$ cat config.mk
export PLATFORM = sky130hd
export DESIGN_NAME = pfg_ctrl
export DESIGN_NICKNAME = d
export VERILOG_FILES = /design/src/rtl/pfg_pkg.sv /design/src/rtl/pfg_timer.sv /design/src/rtl/pfg_fsm.sv /design/src/rtl/pfg_outstage.sv /design/src/rtl/pfg_ctrl.sv
export SDC_FILE = /design/constraint.sdc
export NUM_CORES = 1
export LEC_CHECK = 0
export ABC_AREA = 1
export CORE_MARGIN = 5
export CORE_UTILIZATION = 40
export CTS_CLUSTER_DIAMETER = 100
export DETAILED_ROUTE_END_ITERATION = 10
export HOLD_SLACK_MARGIN = 0.15
export PLACE_DENSITY = 0.58
export SLEW_MARGIN = 20
export SYNTH_ARGS = -nofsm -noshare
export SYNTH_HDL_FRONTEND = slang
export SYNTH_HIERARCHICAL = 1
export SYNTH_SLANG_ARGS = --single-unit
$ cat constraint.sdc
create_clock -name clk -period 4.3 [get_ports clk]
set_input_delay 1.29 -clock clk [delete_from_list [all_inputs] [get_ports clk]]
set_output_delay 1.29 -clock clk [all_outputs]
set_load 0.005 [all_outputs]
$ cat src/rtl/pfg_pkg.sv
package pfg_pkg;

    typedef enum logic [1:0] {
        ST_PASS    = 2'd0,
        ST_DRAIN   = 2'd1,
        ST_PROTECT = 2'd2,
        ST_RECOVER = 2'd3
    } pfg_state_e;

    typedef struct packed {
        logic pwr_ok;
        logic ce_n;
    } pfg_in_t;

    // States in which the shared interval counter advances
    function automatic logic is_timed(pfg_state_e s);
        return (s == ST_DRAIN) || (s == ST_RECOVER);
    endfunction

    // States in which the decoder's chip-enable reaches the memory
    function automatic logic lets_through(pfg_state_e s);
        return (s == ST_PASS) || (s == ST_DRAIN);
    endfunction

    function automatic int unsigned larger(int unsigned a, int unsigned b);
        return (a > b) ? a : b;
    endfunction

endpackage

$ cat src/rtl/pfg_timer.sv
module pfg_timer #(
    parameter int unsigned CW = 8
) (
    input  logic          clk,
    input  logic          rst,
    input  logic          restart,
    input  logic          run,
    input  logic [CW-1:0] limit,
    output logic          at_limit
);
    logic [CW-1:0] cnt;

    always_ff @(posedge clk) begin
        if (rst || restart) begin
            cnt <= '0;
        end else if (run && !at_limit) begin
            cnt <= cnt + CW'(1);
        end
    end

    assign at_limit = (cnt == limit);


    cnt_bound_chk: assert property (@(posedge clk) disable iff (rst)
        run |-> (cnt <= limit));

endmodule

$ cat src/rtl/pfg_fsm.sv
module pfg_fsm
    import pfg_pkg::*;
(
    input  logic       clk,
    input  logic       rst,
    input  pfg_in_t    din,
    input  logic       at_limit,
    output pfg_state_e st,
    output logic       restart
);
    pfg_state_e nxt;

    always_comb begin
        nxt = st;
        unique case (st)
            ST_PASS: begin
                if (!din.pwr_ok) begin
                    nxt = din.ce_n ? ST_PROTECT : ST_DRAIN;
                end
            end
            ST_DRAIN: begin
                if (din.ce_n || at_limit) begin
                    nxt = ST_PROTECT;
                end
            end
            ST_PROTECT: begin
                if (din.pwr_ok) begin
                    nxt = ST_RECOVER;
                end
            end
            ST_RECOVER: begin
                if (!din.pwr_ok) begin
                    nxt = ST_PROTECT;
                end else if (at_limit) begin
                    nxt = ST_PASS;
                end
            end
            default: nxt = ST_PROTECT;
        endcase
    end

    always_ff @(posedge clk) begin
        if (rst) begin
            st <= ST_RECOVER;
        end else begin
            st <= nxt;
        end
    end

    assign restart = (nxt != st);


    idle_fail_chk: assert property (@(posedge clk) disable iff (rst)
        (st == ST_PASS && !din.pwr_ok && din.ce_n) |=> (st == ST_PROTECT));


    drain_end_chk: assert property (@(posedge clk) disable iff (rst)
        (st == ST_DRAIN && din.ce_n) |=> (st == ST_PROTECT));


    recover_entry_chk: assert property (@(posedge clk) disable iff (rst)
        (st == ST_PROTECT && din.pwr_ok) |=> (st == ST_RECOVER));


    refail_chk: assert property (@(posedge clk) disable iff (rst)
        (st == ST_RECOVER && !din.pwr_ok) |=> (st == ST_PROTECT));

endmodule

$ cat src/rtl/pfg_outstage.sv
module pfg_outstage
    import pfg_pkg::*;
(
    input  logic       clk,
    input  logic       rst,
    input  pfg_state_e st,
    input  logic       ce_n,
    input  logic       thr_sel,
    output logic       cecon_n,
    output logic       thr_sel_o
);
    assign cecon_n = lets_through(st) ? ce_n : 1'b1;

    always_ff @(posedge clk) begin
        if (rst) begin
            thr_sel_o <= 1'b0;
        end else begin
            thr_sel_o <= thr_sel;
        end
    end


    thr_fwd_chk: assert property (@(posedge clk) disable iff (rst)
        1'b1 |=> (thr_sel_o == $past(thr_sel)));

endmodule

$ cat src/rtl/pfg_ctrl.sv
module pfg_ctrl
    import pfg_pkg::*;
#(
    parameter int unsigned WPT_CYCLES = 16,
    parameter int unsigned CER_CYCLES = 32
) (
    input  logic       clk,
    input  logic       rst,
    input  logic       ce_n,
    input  logic       pwr_ok,
    input  logic       thr_sel,
    output logic       cecon_n,
    output logic       thr_sel_o,
    output logic [1:0] state_o
);
    localparam int unsigned MAXC = larger(WPT_CYCLES, CER_CYCLES);
    localparam int unsigned CW   = $clog2(MAXC + 1);
    localparam logic [CW-1:0] WPT_LIM = CW'(WPT_CYCLES - 1);
    localparam logic [CW-1:0] CER_LIM = CW'(CER_CYCLES - 1);

    pfg_state_e    st;
    pfg_in_t       din;
    logic          restart;
    logic          at_limit;
    logic [CW-1:0] limit;

    assign din.pwr_ok = pwr_ok;
    assign din.ce_n   = ce_n;
    assign limit      = (st == ST_DRAIN) ? WPT_LIM : CER_LIM;

    pfg_fsm u_fsm (
        .clk      (clk),
        .rst      (rst),
        .din      (din),
        .at_limit (at_limit),
        .st       (st),
        .restart  (restart)
    );

    pfg_timer #(.CW(CW)) u_timer (
        .clk      (clk),
        .rst      (rst),
        .restart  (restart),
        .run      (is_timed(st)),
        .limit    (limit),
        .at_limit (at_limit)
    );

    pfg_outstage u_out (
        .clk       (clk),
        .rst       (rst),
        .st        (st),
        .ce_n      (ce_n),
        .thr_sel   (thr_sel),
        .cecon_n   (cecon_n),
        .thr_sel_o (thr_sel_o)
    );

    assign state_o = st;


    pass_through_chk: assert property (@(posedge clk) disable iff (rst)
        (state_o == 2'd0) |-> (cecon_n == ce_n));


    hold_high_chk: assert property (@(posedge clk) disable iff (rst)
        (state_o == 2'd3) |-> cecon_n);

endmodule

Word-level counts from Yosys, hierarchy flattened
Cells that the tools add are included.
W data, S select, Z words.

storage, ports and cells
  bits in registers = 9
  RAM bits = 0
  bits in latches = 0
  memories = 0
  word-level logic and storage cells = 25
  ROM bits = 0

operators by class
  $lt $le $gt $ge = 0
  multipliers = 0
  add/subtract/negate cells = 1
  bitwise gates (word level) = 0
  div/mod/pow operators = 0
  equal/unequal tests = 5
  shifts and indexed selects = 0
  reductions and logical operators = 7
  mux-type cells = 9

operators by type and width
  kind                   number
  $mux W2                6
  $pmux W2 S4            1
  $add A6 B1 Y6 const B  1
  $eq A6 B5 Y1           1
  $mux W5                1
  $eq A2 B2 Y1 const B   2
  $logic_or A1 B1 Y1     4
  $eq A2 B1 Y1 const B   1
  $logic_not A2 Y1       1
  $ne A2 B2 Y1           1
  $logic_and A1 B1 Y1    1
  $logic_not A1 Y1       1
  $mux W1                1

Longest topological paths before layout
  word-level depth = 8
  mapped depth = 18

Cells and area by module
The synthesis kept the hierarchy.

by module, submodules not included
  module        cells an instance  area each (µm²)  times used  seq. area each (µm²)
  pfg_timer     73                 432.9            1           120.1
  pfg_fsm       27                 168.9            1           40.0
  pfg_outstage  6                  41.3             1           20.0
  pfg_ctrl      5                  18.8             1           0.0

Least setup slack after synthesis
OpenSTA, ideal clock, no wires.

  kind = input to output
  start point = input port ce_n
  end point = output port cecon_n
  slack = 1.637 ns
  required time = 3.010 ns
  arrival time = 1.373 ns
  stages on the path = 2
  cell sequence = inv_1 -> nand2_1

on the way
  word-level cells in the longest chain between the ends = 1

ends and longest elaborated chain
  element      RTL line            RTL
  from (decl)  pfg_ctrl.sv:9       input logic ce_n,
  $mux W1      pfg_outstage.sv:12  assign cecon_n = lets_through(st) ? ce_n : 1'b1;
  to (decl)    pfg_ctrl.sv:12      output logic cecon_n,

No other way between the ends.

Worst setup path after layout
Ends and elaborated chain as after synthesis.

==> results.yml <==
critical_path:
  crit_buf_inv: 3
  cp-end-kind: "output port"
  cp_common_cell: "clkdlybuf4s50_1"
  path_class: "input pin to output port"
  start_kind: "input pin"
  crit_path_max_incr_delay_ps: 510
  crit_fanout: 4
  cpMaxStageDelayCell: "clkdlybuf4s50_1"
  worstPathArrival_ps: 2400
  rr_endpoint: "u_timer/cnt[2]$_SDFFE_PP0P_"
  ff2ff_path_depth: 14
  cp.required_ps: 3010
  cp-startpoint: "ce_n"
  crit_chain: "clkdlybuf4s50_1 -> inv_1 -> nand2_1 -> clkdlybuf4s50_1"
  reg2reg_slack_ps: 2070
  worstReg2RegStart: "u_fsm/st[0]$_SDFF_PP1_"
  cp.depth: 4
  crit_family: "buffers and inverters"
  setup.worst_path.end: "cecon_n"
route:
  drt_iter0_drc: 14
  final_antenna_net_count: 0
  drcViolationCount: 0
  drtPass1Iterations: 4
  via_per_inst: 4.45
  finalWirelength_mm: 1.22
  wire_per_inst_um: 8.39
  num_vias: 645
timing:
  holdWs_ps: 533
  hold_violations: 0
  setup_violations: 0
  drv_slew: 0
  clock.fmax_mhz: 271
  period_needed_ps: 3690
  rsz0062_at_grt: "false"
  fin_crit_sh: 0.859
  skew_ps: 7.00
  tns_ps: 0
floorplanning:
  io_pins: 9
  die_w_um: 50.7
  num_rows: 14
  fp.dieArea_sq_um: 2570
  start_util: 0.429
  fp.dieH_um: 50.7
  coreArea_sq_um: 1540
logic_synthesis:
  synth_seq_cells: 9
  ys_seq_area_frac: 0.272
  synth_top_area_cell: "dfxtp_1"
  synth.cell_area_sq_um: 662
  synth_top_area_frac: 0.272
  synth_area_leaders: "dfxtp_1 (27%), nand2_1 (15%), inv_1 (11%), nor2_1 (7.9%), nand3_1 (6.8%)"
  synth_warnings: 6
  syn_area_per_cell_sq_um: 5.96
  synthCells: 111
  ys_types: 19
layout:
  final_area_sq_um: 803
  seqCellArea_sq_um: 180
  antenna_cells: 0
  multi_input_area_sq_um: 407
  layout_commonest_cell: "nand2_1"
  syn_to_final_growth_pct: 21.4
  layout-drive-gt1-share: 0.116
  nNetsFinal: 136
  mostFrequentLayoutCells: "nand2_1 (27), inv_1 (20), nor2_1 (14)"
  nFillCells: 166
worst_hold_path:
  min_path_type: "flop to flop"
clocking:
  clk_pin_slew_ps: 60
  holdBufCountCts: 0
  clockBufferDepth: 2
  clk-insertion-delay-late_ps: 260
  cts_max_level: 1
  cts_root_buf: "clkbuf_4"
  post_cts_resized: 0
  post-cts-setup-buffers: 0
  cts_tree: "yes"
  clock-sinks: 9
  numCtsBuffers: 3
place:
  place_area_sq_um: 777
  gp_congestion: 0.786
  port_buffers: 8
  hpwl_um: 959
pwr:
  powerDensity_nw_per_um2: 225
  leakagePower_nw: 0.450
  finalPower_w: 0.000181
  peakVddDrop_mv: 0.149
outcome:
  status: "finished clean"
global_route:
  antenna_found_initial: 0
  grt_use_total: 0.107
  grt_pass1_vias: 532
  grt_overflow: 0
  grt_first_pass_wirelength_mm: 2.19
  grt_max_degree: 14
flow_run:
  maxCapViolations: 0
## through the flow
stage	setup WS (ps)	utilization	instances
floorplan	1640	-	119
global placement	612	0.504	141
detailed placement	603	0.504	141
CTS	595	0.521	145
global route	558	0.521	145
finish	608	0.521	145
## metal layers
metal  track usage  up-vias  share of wire
met3        0.0266        2          0.037
met5             0        -              0
li1              -      363              -
met2         0.153        9           0.43
met1         0.148      271           0.52
met4        0.0511        0         0.0099
## logic make-up (layout without fill, tap and decap cells)
family,Yosys count,count (layout),share of synthesized area
compound gates,7,7,0.0529
fa+ha+maj,1,1,0.0189
buf+inv,26,36,0.159
flops,9,9,0.272
other cells,2,10,0.0113
simple gates,66,66,0.486
## layout make-up
cell class | instances | area share
Clock buffer | 4 | 0.0327
Inverter | 24 | 0.112
Multi-Input combinational cell | 84 | 0.506
Sequential cell | 9 | 0.224
Tap cell | 16 | 0.0249
Timing Repair Buffer | 8 | 0.0997
## how the worst min path moves through the flow
stage                                      from                           to  slack (ps)  cells past startpoint
floorplan           u_timer/cnt[3]$_SDFFE_PP0P_  u_timer/cnt[3]$_SDFFE_PP0P_         500                      2
global placement    u_timer/cnt[5]$_SDFFE_PP0P_  u_timer/cnt[5]$_SDFFE_PP0P_         520                      2
detailed placement  u_timer/cnt[5]$_SDFFE_PP0P_  u_timer/cnt[5]$_SDFFE_PP0P_         530                      2
CTS                 u_timer/cnt[3]$_SDFFE_PP0P_  u_timer/cnt[3]$_SDFFE_PP0P_         540                      2
global route        u_timer/cnt[5]$_SDFFE_PP0P_  u_timer/cnt[5]$_SDFFE_PP0P_         580                      2
finish              u_timer/cnt[3]$_SDFFE_PP0P_  u_timer/cnt[3]$_SDFFE_PP0P_         530                      2
## cells in the mapped netlist
| cell | instances |
|---|---|
| a21oi_1 | 6 |
| buf_6 | 1 |
| clkbuf_1 | 1 |
| clkinv_1 | 1 |
| conb_1 | 2 |
| dfxtp_1 | 9 |
| ha_1 | 1 |
| inv_1 | 20 |
| inv_2 | 3 |
| nand2_1 | 27 |
| nand2_2 | 1 |
| nand3_1 | 9 |
| nand3_2 | 3 |
| nand4_1 | 5 |
| nor2_1 | 14 |
| nor2_2 | 4 |
| nor2_8 | 1 |
| nor3_1 | 2 |
| o21ai_0 | 1 |
## worst reg2reg max path: stages, from the launching register on
cell	delay, ps
dfxtp_1	580
nand2_1	130
nand2_1	80
nand2_1	50
nor2_1	120
nand3_2	250
inv_2	140
nand2_1	70
nand3_1	160
nand3_2	80
nand2_1	70
nand3_2	120
nor2_8	170
nand2_1	70
nor2_1	80
## registers in the layout (all words and copies together) (netlist names)
name,cells
u_out/thr_sel_o,1
u_fsm/st,2
u_timer/cnt,6
## where the power goes
part           switching, W  internal [W]  total (W)  leakage, nW
logic             0.0000142     0.0000131  0.0000272        0.361
clock network     0.0000282     0.0000357  0.0000638       0.0150
registers        0.00000390     0.0000858  0.0000897       0.0734
No activity file was read; power rests on OpenSTA's default activity.
